File: config.mk
export PLATFORM = sky130hd
export DESIGN_NAME = bitinv_top
export DESIGN_NICKNAME = d
export VERILOG_FILES = /design/src/rtl/bitinv_pkg.sv /design/src/rtl/bitinv_ring.sv /design/src/rtl/bitinv_lfsr.sv /design/src/rtl/bitinv_top.sv
export SDC_FILE = /design/constraint.sdc
export NUM_CORES = 1
export LEC_CHECK = 0
export BUFFER_PORTS_ARGS = -buffer_cell sky130_fd_sc_hd__buf_2
export CORE_AREA = 2 2 39 41
export CTS_CLUSTER_DIAMETER = 100
export DETAILED_ROUTE_END_ITERATION = 8
export DIE_AREA = 0 0 41 43
export GPL_TIMING_DRIVEN = 0
export HOLD_SLACK_MARGIN = 0.06
export PLACE_DENSITY = 0.42
export SYNTH_ARGS = -nofsm -noshare
export SYNTH_HDL_FRONTEND = slang
export SYNTH_SLANG_ARGS = --single-unit
export TNS_END_PERCENT = 30
File: constraint.sdc
create_clock -name clk -period 0.8 [get_ports clk]
set_input_delay 0.16 -clock clk [delete_from_list [all_inputs] [get_ports clk]]
set_output_delay 0.16 -clock clk [all_outputs]
set_load 0.01 [all_outputs]
File: src/rtl/bitinv_pkg.sv
package bitinv_pkg;
  localparam int unsigned PERIOD = 3;
  localparam int unsigned RING_W = PERIOD;
  localparam int unsigned SHREG_W = 2;

  typedef enum logic {SEQ_RING = 1'b0, SEQ_LFSR = 1'b1} seq_kind_e;

  // hit marks the last slot of each three-bit group
  function automatic logic pick_mask(logic hit, logic two_of_three);
    return two_of_three ? ~hit : hit;
  endfunction

  function automatic logic flip(logic b, logic m);
    return b ^ m;
  endfunction
endpackage

File: src/rtl/bitinv_ring.sv
module bitinv_ring
  import bitinv_pkg::*;
(
  input  logic clk,
  input  logic rst,
  input  logic step,
  output logic hit
);
  logic [RING_W-1:0] tok;

  always_ff @(posedge clk) begin
    if (rst) tok <= {1'b1, {(RING_W-1){1'b0}}};
    else if (step) tok <= {tok[0], tok[RING_W-1:1]};
  end

  // token reaches the low flop on the third slot: a direct tap, no decode
  assign hit = tok[0];
endmodule

File: src/rtl/bitinv_lfsr.sv
module bitinv_lfsr
  import bitinv_pkg::*;
(
  input  logic clk,
  input  logic rst,
  input  logic step,
  output logic hit
);
  logic [SHREG_W-1:0] sr;

  always_ff @(posedge clk) begin
    if (rst) sr <= {SHREG_W{1'b1}};
    else if (step) sr <= {sr[1] ^ sr[0], sr[1]};
  end

  // sr[0] runs 1,1,0,...; its complement marks the third slot
  assign hit = ~sr[0];
endmodule

File: src/rtl/bitinv_top.sv
module bitinv_top
  import bitinv_pkg::*;
#(
  parameter seq_kind_e SEQ_KIND = SEQ_RING
) (
  input  logic clk,
  input  logic rst,
  input  logic in_bit,
  input  logic in_valid,
  input  logic two_of_three,
  output logic out_bit,
  output logic out_valid
);
  logic accept;
  logic phase_hit;
  logic flip_mask;

  assign accept = in_valid;

  generate
    if (SEQ_KIND == SEQ_RING) begin : g_ring
      bitinv_ring u_seq (.clk(clk), .rst(rst), .step(accept), .hit(phase_hit));
    end else begin : g_lfsr
      bitinv_lfsr u_seq (.clk(clk), .rst(rst), .step(accept), .hit(phase_hit));
    end
  endgenerate

  assign flip_mask = pick_mask(phase_hit, two_of_three);

  always_ff @(posedge clk) begin
    if (rst) begin
      out_bit   <= 1'b0;
      out_valid <= 1'b0;
    end else begin
      out_valid <= accept;
      out_bit   <= accept ? flip(in_bit, flip_mask) : 1'b0;
    end
  end
endmodule

; ---- Word level (Yosys, flattened, before mapping)
; Index checks and enable logic that the tools add are counted.
[totals]
reg_bits = 5
input_bits = 5
wordCells = 8
out_inout_bits = 2
[op_classes]
mux = 1
bitwise_logic = 3
n_reduce_logical = 1
[ops]
columns = cell, count
row1 = $not 1->1, 2
row2 = $reduce_or 2->1, 1
row3 = $mux 1, 1
row4 = $xor 1x1->1, 1

; ---- Depth between registers and ports, before layout
; Gate-level depths: netlist (run 1).
[logic_depth]
depth_word = 3
depth_mapped = 2
mapped_depth_nobuf = 2

; ---- Hierarchy
; A second synthesis (run 1) with hierarchy kept.
[unflattened]
hier_cells = 14
hier_area_um2 = 180.2
[by_module_without_submodules]
columns = mod, area_per_inst_um2, seq_area_each_um2, instances, cells_per_inst
row1 = bitinv_ring, 102.6, 60.1, 1, 9
row2 = bitinv_top, 77.6, 40.0, 1, 5

; ---- Worst setup path after synthesis (run 1)
; OpenSTA, ideal clock, no wires.
[synth_path]
path_type = flip-flop to flip-flop
startpoint = register g_ring.u_seq.tok[0]
endpoint = register out_bit
required_ns = 0.738
t_arrival_ns = 0.806
synth_period_minus_slack_ns = 0.868
n_path_buf = 0
path_stages_with_launch = 3
slack_ns = -0.068
path_cell_list = dfxtp_1 -> xnor3_1 -> nor2b_2
[synth_via]
elab_chain_cells = 3
[synth_lines]
columns = item, line_no
row1 = start: declaration, bitinv_ring.sv:9  ; logic [RING_W-1:0] tok;
row2 = start signal: assignment, bitinv_ring.sv:12  ; if (rst) tok <= {1'b1, {(RING_W-1){1'b0}}};
row3 = start signal: assignment, bitinv_ring.sv:13  ; else if (step) tok <= {tok[0], tok[RING_W-1:1]};
row4 = $not 1->1, bitinv_pkg.sv:10  ; return two_of_three ? ~hit : hit;
row5 = $mux 1 (*), bitinv_pkg.sv:10
row6 = $xor 1x1->1 (*), bitinv_pkg.sv:14  ; return b ^ m;
row7 = end signal: assignment, bitinv_top.sv:36  ; out_bit <= accept ? flip(in_bit, flip_mask) : 1'b0;
row8 = end: declaration, bitinv_top.sv:11  ; output logic out_bit,
; Every way passes the cells marked *; elsewhere a longest branch is shown, timed or not.
; A chain may end at the register's enable or synchronous reset.

; ---- Final worst setup path (run 1)
[layout_path]
startpoint = register out_valid
endpoint = output out_valid
[layout_lines]
columns = item, line_no
row1 = start: declaration, bitinv_top.sv:12  ; output logic out_valid
row2 = start signal: assignment, bitinv_top.sv:35  ; out_valid <= accept;
; No word-level cell between the ends.

==> flow_summary.json, run 1 <==
{
  "hold_depth": 2,
  "grt_max_degree": 6,
  "nets": 30,
  "coreArea_um2": 1380,
  "final_max_slew_viol_count": 0,
  "intPower_uw": 493,
  "vdd_drop_max_uv": 882,
  "clockRootBuffer": "clkbuf_4",
  "drive_above_1_share": 0.500,
  "worstPathArrival_ns": 0.66,
  "worstSetupPathType": "register to primary output",
  "ys_seq_area_frac": 0.552,
  "route.vias.total": 137,
  "wire_per_inst_um": 8.18,
  "syn_nets": 19,
  "path_depth": 1,
  "worst-path-buf-inv": 1,
  "drt_iter0_drc": 0,
  "cts_tree": "done",
  "drc": 0,
  "die_w_um": 41,
  "setup.worst_path.end_class": "primary output",
  "rows": 14,
  "cts_htree_levels": 1,
  "holdWs_ns": 0.118,
  "period_share": 1.03,
  "start_kind": "register",
  "required_ns": 0.64,
  "power_frac_clock": 0.467,
  "layout_common_cells": "buf_2, dfxtp_1, clkbuf_4",
  "wirelength_um": 327,
  "power_per_cell_area_nw_per_um2": 2420,
  "path_max_fanout": 1,
  "p_leak_uw": 0.000124,
  "fmax_mhz": 1210,
  "grt_antenna_before_repair": 0,
  "routed_via_density": 3.43,
  "areaGrowthSynthToFinish_pct": 42.8,
  "status": "complete, but fails checks",
  "grt_pass1_vias": 154,
  "first_pass_iters": 1,
  "mostFrequentLayoutCell": "buf_2",
  "ys_warn_count": 0,
  "cp-startpoint": "out_valid",
  "timing.rr.start": "g_ring.u_seq.tok[2]",
  "slew_headroom": 0.909,
  "ys_types": 7,
  "clock_latency_ns": 0.24,
  "setup_ws_ns": -0.0241,
  "clock_skew_ns": 0.00176,
  "post-route-util": 0.187,
  "grt.overflow.total": 0,
  "ios": 7,
  "cp_top_family": "flip-flops",
  "violations": "setup timing",
  "period_minus_slack_ns": 0.824,
  "worst_pin_slew_ns": 0.132,
  "synth.top_cell.area_share": 0.552,
  "cpMaxStageDelayCell": "dfxtp_1",
  "min_path_type": "input port to register",
  "p_comb_frac": 0.096,
  "antenna_cells": 0,
  "dp_cells": 36,
  "power_frac_seq": 0.437,
  "clk_pin_slew_ns": 0.04,
  "syn_inst": 14,
  "rsz0062_at_grt": "true",
  "crit_chain": "buf_2",
  "synth_seq_cells": 5,
  "setup-violations-final": 2,
  "grt_usage": 0.0544,
  "port_buffers": 6,
  "clock-sinks": 5,
  "die_area_um2": 1760,
  "cts_max_path_buffers": 2,
  "netlist_area_um2": 181,
  "die_h_um": 43,
  "swShare": 0.214,
  "rr_worst_depth": 2,
  "start_util": 0.131,
  "hold_buffers": 0,
  "switchingPower_uw": 135,
  "slowest_delay_ns": 0.30,
  "stdcell_count": 40,
  "grt_pass1_wl_um": 524,
  "netlist_top_cells_area": "dfxtp_1, xnor3_1, mux2i_1",
  "finalHoldViolations": 0,
  "place.gp.congestion": 0.567,
  "avgSynthCellArea_um2": 13.0,
  "maxCapViolations": 0,
  "numCtsBuffers": 3,
  "hold_start": "rst",
  "yosysTopAreaCell": "dfxtp_1",
  "antenna_left": 0
}
==> synth_stat cells <==
master and count:
nor2b_1 2, nor2b_2 1, a211o_2 1, mux2i_1 2, dfxtp_1 5, xnor3_1 1
nor2_1 2
==> logic make-up (layout without fill, tap and decap cells) <==
kind of cell | Yosys count | count (layout) | share of synthesized area
DFF | 5 | 5 | 0.552
and+or+nand+nor | 5 | 5 | 0.159
muxes | 2 | 2 | 0.110
AOI/OAI and AO/OA | 1 | 1 | 0.0552
xor gates and xnor gates | 1 | 1 | 0.124
buffers and inverters | 0 | 10 | 0
==> what timing repair did <==
item | in CTS | in global routing
pin swaps | 0 | 0
endpoints found under the setup margin | 2 | 4
setup buffers | 0 | 0
resized for setup | 0 | 1
hold endpoints to repair | 0 | 0
==> final cells by class <==
cell class              instances  area [um2]
clock buffers                   4        26.3
multi-input cells               9        81.3
well taps                      16        20.0
repair buffers                  6        30.0
fillers                       158        1120
flip-flops and latches          5         101
==> sequential cells by signal, summed over array words and instances, names as in the netlist <==
register / count
out_valid: 1
g_ring.u_seq.tok: 3
out_bit: 1
==> worst paths after layout <==
check	endpoint	slack, ns
min	g_ring.u_seq.tok[0]	0.12
min reg2reg	g_ring.u_seq.tok[1]	0.48
max reg2reg	g_ring.u_seq.tok[2]	0.02
max	out_valid	-0.02
==> metrics by stage <==
stage,instance area [um2],power [uW],worst slack (ns),setup TNS (ns)
2_1_floorplan,181,314,0.0386,0
6_report,259,627,-0.0241,-0.0384
5_1_grt,259,666,-0.0521,-0.121
3_5_place_dp,231,339,0.00897,0
3_3_place_gp,231,335,0.0268,0
4_1_cts,258,647,-0.0441,-0.0733
==> power groups by stage <==
stage	registers [uW]	logic [uW]	clock network, uW
final	274	60.5	293
after global routing	275	67.9	323
after CTS	274	61.4	312
after detailed placement	278	61.0	0
after global placement	277	58.2	0
after floorplan	280	34.2	0
==> metal layers <==
metal,vias to the layer above,wire (um),GRT usage
li1,67,-,-
met1,61,133,0.0293
met2,9,134,0.0750
met3,0,59,0.0628
met4,0,0,0.0600
met5,-,0,0
Power figures use the tool's default switching activity.
==> run 2: changes to the inputs <==
--- a/config.mk
+++ b/config.mk
@@ -12,7 +12,6 @@
 export DIE_AREA = 0 0 41 43
 export GPL_TIMING_DRIVEN = 0
 export HOLD_SLACK_MARGIN = 0.06
-export PLACE_DENSITY = 0.42
 export SYNTH_ARGS = -nofsm -noshare
 export SYNTH_HDL_FRONTEND = slang
 export SYNTH_SLANG_ARGS = --single-unit
==> run 2 against run 1 <==
Clock power shrank 2%; hold slack worse by 0.0026 ns; design area unchanged; the flow still finishes with violations (setup timing); power shrank 0.86%; highest routed layer unchanged; wire length down 15%; critical path depth unchanged; worst setup slack better by 0.0052 ns; critical endpoint unchanged.
==> flow_summary.json, run 2 (same netlist as run 1, synthesis figures left out) <==
{
  "antenna_cells": 0,
  "finalHoldViolations": 0,
  "hold_depth": 2,
  "first_pass_iters": 1,
  "rows": 14,
  "hold_buffers": 0,
  "rsz0062_at_grt": "true",
  "status": "complete, but fails checks",
  "rr_worst_depth": 2,
  "ios": 7,
  "vdd_drop_max_uv": 669,
  "clock_latency_ns": 0.24,
  "drive_above_1_share": 0.500,
  "worstPathArrival_ns": 0.66,
  "final_max_slew_viol_count": 0,
  "final_area_um2": 259,
  "drt_iter0_drc": 0,
  "die_h_um": 43,
  "routed_via_density": 3.23,
  "place.gp.congestion": 0.615,
  "reg_top3": "g_ring.u_seq.tok x3, out_bit x1, out_valid x1",
  "hold_start": "rst",
  "numCtsBuffers": 3,
  "layout_common_cells": "buf_2, dfxtp_1, clkbuf_4",
  "period_minus_slack_ns": 0.819,
  "r2r_end": "g_ring.u_seq.tok[2]",
  "min_path_type": "input port to register",
  "largest_reg_flops": 3,
  "clock-sinks": 5,
  "grt_usage": 0.0523,
  "dp_cells": 36,
  "stdcell_count": 40,
  "cpMaxStageDelayCell": "dfxtp_1",
  "wire_per_inst_um": 6.95,
  "worstSetupPathType": "register to primary output",
  "final-seq-area_um2": 101,
  "antenna_left": 0,
  "largest-register": "g_ring.u_seq.tok",
  "multi_input_area_um2": 81.3,
  "start_util": 0.131,
  "crit_chain": "buf_2",
  "setup-violations-final": 2,
  "die_w_um": 41,
  "cp_top_family": "flip-flops",
  "nets": 30,
  "whs_endpoint": "g_ring.u_seq.tok[0]",
  "clockRootBuffer": "clkbuf_4",
  "grt.overflow.total": 0,
  "period_share": 1.02,
  "worst-path-buf-inv": 1,
  "path_max_fanout": 1,
  "worst_pin_slew_ns": 0.118,
  "grt_pass1_wl_um": 496,
  "start_kind": "register",
  "place_area_um2": 231,
  "grt_max_degree": 6,
  "die_area_um2": 1760,
  "cts_htree_levels": 1,
  "maxCapViolations": 0,
  "clk_pin_slew_ns": 0.04,
  "clock_skew_ns": 0.00488,
  "route.vias.total": 129,
  "required_ns": 0.64,
  "pre_cts_slack_ns": 0.0138,
  "post-route-util": 0.187,
  "cts_setup_buffers": 0,
  "cts_max_path_buffers": 2,
  "r2r_slack_ns": 0.02,
  "cts_tree": "done",
  "timing.rr.start": "g_ring.u_seq.tok[2]",
  "slew_headroom": 0.919,
  "slowest_delay_ns": 0.30,
  "final.fill_count": 154,
  "fmax_mhz": 1220,
  "violations": "setup timing",
  "power_per_cell_area_nw_per_um2": 2400,
  "port_buffers": 6,
  "setup_ws_ns": -0.0189,
  "grt_pass1_vias": 132,
  "wirelength_um": 278,
  "areaGrowthSynthToFinish_pct": 42.8,
  "grt_antenna_before_repair": 0,
  "drc": 0,
  "p_leak_uw": 0.000124,
  "mostFrequentLayoutCell": "buf_2",
  "coreArea_um2": 1380,
  "setup.worst_path.end_class": "primary output"
}
## run 2: area by class of cell
class	instances	share of cell area
multi-input combinational	9	0.314
sequential	5	0.391
clock buffer	4	0.101
timing repair buffer	6	0.116
tap	16	0.0773
## run 2: worst max path at each step
| stage | start | endpoint | slack (ns) | depth (start not counted) |
|---|---|---|---|---|
| floorplan | g_ring.u_seq.tok[2] | g_ring.u_seq.tok[2] | 0.04 | 2 |
| global placement | two_of_three | out_bit | 0.02 | 3 |
| detailed placement | two_of_three | out_bit | 0.01 | 3 |
| CTS | out_valid | out_valid | -0.03 | 1 |
| global route | out_bit | out_bit | -0.06 | 1 |
| finish | out_valid | out_valid | -0.02 | 1 |
## run 2: stage by stage
stage                     hold WS (ns)  setup TNS, ns  total power [uW]
after floorplan                  0.232              0               314
after global placement           0.374              0               337
after detailed placement         0.373              0               338
after CTS                        0.108        -0.0672               642
after global routing             0.127         -0.126               664
final                            0.115        -0.0344               622
## run 2: layer usage
metal,global-route usage,part of all wire,up-vias
met2,0.0469,0.30,9
met5,0,0,-
met3,0.0942,0.18,0
li1,-,-,68
met4,0.0200,0,0
met1,0.0516,0.51,52
## run 2: worst reg2reg max path, delay by kind of cell, from the launching register on
family / cells / cell delay, ns
DFF: 1 / 0.30
AOI/OAI and AO/OA: 1 / 0.25
and+or+nand+nor: 1 / 0.12
## run 2: what timing repair did
item | 4_1_cts | 5_1_grt
endpoints found under the setup margin | 2 | 4
cloned | 0 | 0
gates resized for setup | 0 | 1
pin swaps | 0 | 0
## run 2: power breakdown
group          internal [uW]  switching, uW
logic                   37.1           23.2
clock network            188            100
registers                267           6.21
total                    492            129
==> run 3: changes to the inputs <==
--- a/config.mk
+++ b/config.mk
@@ -10,8 +10,8 @@
 export CTS_CLUSTER_DIAMETER = 100
 export DETAILED_ROUTE_END_ITERATION = 8
 export DIE_AREA = 0 0 41 43
-export GPL_TIMING_DRIVEN = 0
 export HOLD_SLACK_MARGIN = 0.06
+export PLACE_DENSITY = 0.43
 export SYNTH_ARGS = -nofsm -noshare
 export SYNTH_HDL_FRONTEND = slang
 export SYNTH_SLANG_ARGS = --single-unit
==> run 3 against run 2 <==
The flow still finishes with violations (setup timing); non-clock buffer count unchanged; critical path depth unchanged; combinational power increased by 1%; first-iteration DRC count unchanged; fmax increased by 0.13%; critical endpoint is now out_bit; largest power group unchanged.
==> flow_summary.json, run 3 (same netlist as run 1, synthesis figures left out) <==
{
  "maxCapViolations": 0,
  "period_minus_slack_ns": 0.818,
  "antenna_cells": 0,
  "mostFrequentLayoutCell": "buf_2",
  "cp_top_family": "flip-flops",
  "rsz0062_at_grt": "true",
  "start_kind": "register",
  "cpMaxStageDelayCell": "dfxtp_1",
  "drc": 0,
  "vdd_drop_max_uv": 854,
  "routed_via_density": 3.33,
  "route.vias.total": 133,
  "swShare": 0.200,
  "layout_common_cells": "buf_2, dfxtp_1, clkbuf_4",
  "final_max_slew_viol_count": 0,
  "grt.overflow.total": 0,
  "antenna_left": 0,
  "worstPathArrival_ns": 0.66,
  "p_leak_uw": 0.000124,
  "grt_pass1_vias": 130,
  "grt_pass1_wl_um": 483,
  "timing.rr.start": "g_ring.u_seq.tok[2]",
  "intPower_uw": 492,
  "crit_chain": "buf_2",
  "clock-sinks": 5,
  "setup.worst_path.end_class": "primary output",
  "path_depth": 1,
  "path_max_fanout": 1,
  "wirelength_um": 302,
  "setup-violations-final": 2,
  "p_comb_frac": 0.099,
  "switchingPower_uw": 123,
  "numCtsBuffers": 3,
  "ios": 7,
  "status": "complete, but fails checks",
  "die_area_um2": 1760,
  "die_h_um": 43,
  "cts_htree_levels": 1,
  "largest_reg_flops": 3,
  "place_area_um2": 231,
  "post-route-util": 0.187,
  "worst-path-buf-inv": 1,
  "final.fill_count": 152,
  "coreArea_um2": 1380,
  "clockRootBuffer": "clkbuf_4",
  "start_util": 0.131,
  "r2r_slack_ns": 0.01,
  "slowest_delay_ns": 0.30,
  "finalHoldViolations": 0,
  "setup_ws_ns": -0.0179,
  "drt_iter0_drc": 0,
  "largest-register": "g_ring.u_seq.tok",
  "clk_pin_slew_ns": 0.04,
  "port_buffers": 6,
  "final_area_um2": 259,
  "clock_latency_ns": 0.23,
  "r2r_end": "g_ring.u_seq.tok[2]",
  "place.gp.congestion": 0.551,
  "required_ns": 0.64,
  "cts_tree": "done",
  "fmax_mhz": 1220,
  "wire_per_inst_um": 7.55,
  "reg_top3": "g_ring.u_seq.tok x3, out_bit x1, out_valid x1",
  "rows": 14,
  "rr_worst_depth": 2,
  "nets": 30,
  "crit_end": "out_bit",
  "min_path_type": "input port to register",
  "violations": "setup timing",
  "power_frac_clock": 0.455,
  "power_frac_seq": 0.446,
  "cts_setup_buffers": 0,
  "hold_depth": 2,
  "grt_usage": 0.0463,
  "die_w_um": 41,
  "worst_pin_slew_ns": 0.140,
  "grt_antenna_before_repair": 0,
  "period_share": 1.02,
  "drive_above_1_share": 0.500,
  "first_pass_iters": 1,
  "cp-startpoint": "out_bit",
  "areaGrowthSynthToFinish_pct": 42.8,
  "worstSetupPathType": "register to primary output",
  "clock_skew_ns": 0.000268,
  "slew_headroom": 0.904,
  "grt_max_degree": 6,
  "power_per_cell_area_nw_per_um2": 2380,
  "cts_max_path_buffers": 2
}
run 3: cell counts in the layout (fill, tap and decap cells not counted):
No cell type changed its count.
run 3: cell type report:
type                       count  area, um2  share of cell area
clock buffer                   4       26.3               0.101
timing repair buffer           6       30.0               0.116
tap                           16       20.0              0.0773
multi-input combinational      9       81.3               0.314
sequential                     5        101               0.391
run 3: power groups by stage:
stage	Sequential [uW]	Clock (uW)	Combinational, uW
2_1_floorplan	280	0	34.2
3_3_place_gp	277	0	58.3
3_5_place_dp	278	0	61.2
4_1_cts	274	294	61.9
5_1_grt	275	313	68.8
6_report	274	280	61.2
run 3: how the worst min path moves through the flow:
stage / startpoint / to / slack (ns)
after detailed placement: rst / g_ring.u_seq.tok[1] / 0.38
final: rst / g_ring.u_seq.tok[0] / 0.12
after global placement: rst / g_ring.u_seq.tok[0] / 0.36
after CTS: rst / g_ring.u_seq.tok[1] / 0.12
after global routing: rst / g_ring.u_seq.tok[1] / 0.13
after floorplan: rst / g_ring.u_seq.tok[0] / 0.23
run 3: metal layers:
metal / routed length, um / share of wire / global-route usage
met5: 0 / 0 / 0
met4: 0 / 0 / 0.0200
met3: 57 / 0.19 / 0.0628
met2: 102 / 0.34 / 0.0500
met1: 142 / 0.47 / 0.0485
run 3: timing repair:
item | CTS | global route
hold buffers | 0 | 0
endpoints found under the setup margin | 2 | 4
gates resized for setup | 0 | 1
run 3: through the flow:
stage / hold WS (ns) / setup slack (ns) / TNS [ns] / cells / power (uW)
final: 0.124 / -0.0179 / -0.0247 / 40 / 615
after global routing: 0.132 / -0.0480 / -0.0921 / 40 / 657
after CTS: 0.123 / -0.0364 / -0.0578 / 40 / 630
after detailed placement: 0.376 / 0.0122 / 0 / 36 / 339
after global placement: 0.362 / 0.0243 / 0 / 36 / 335
after floorplan: 0.232 / 0.0386 / 0 / 14 / 314
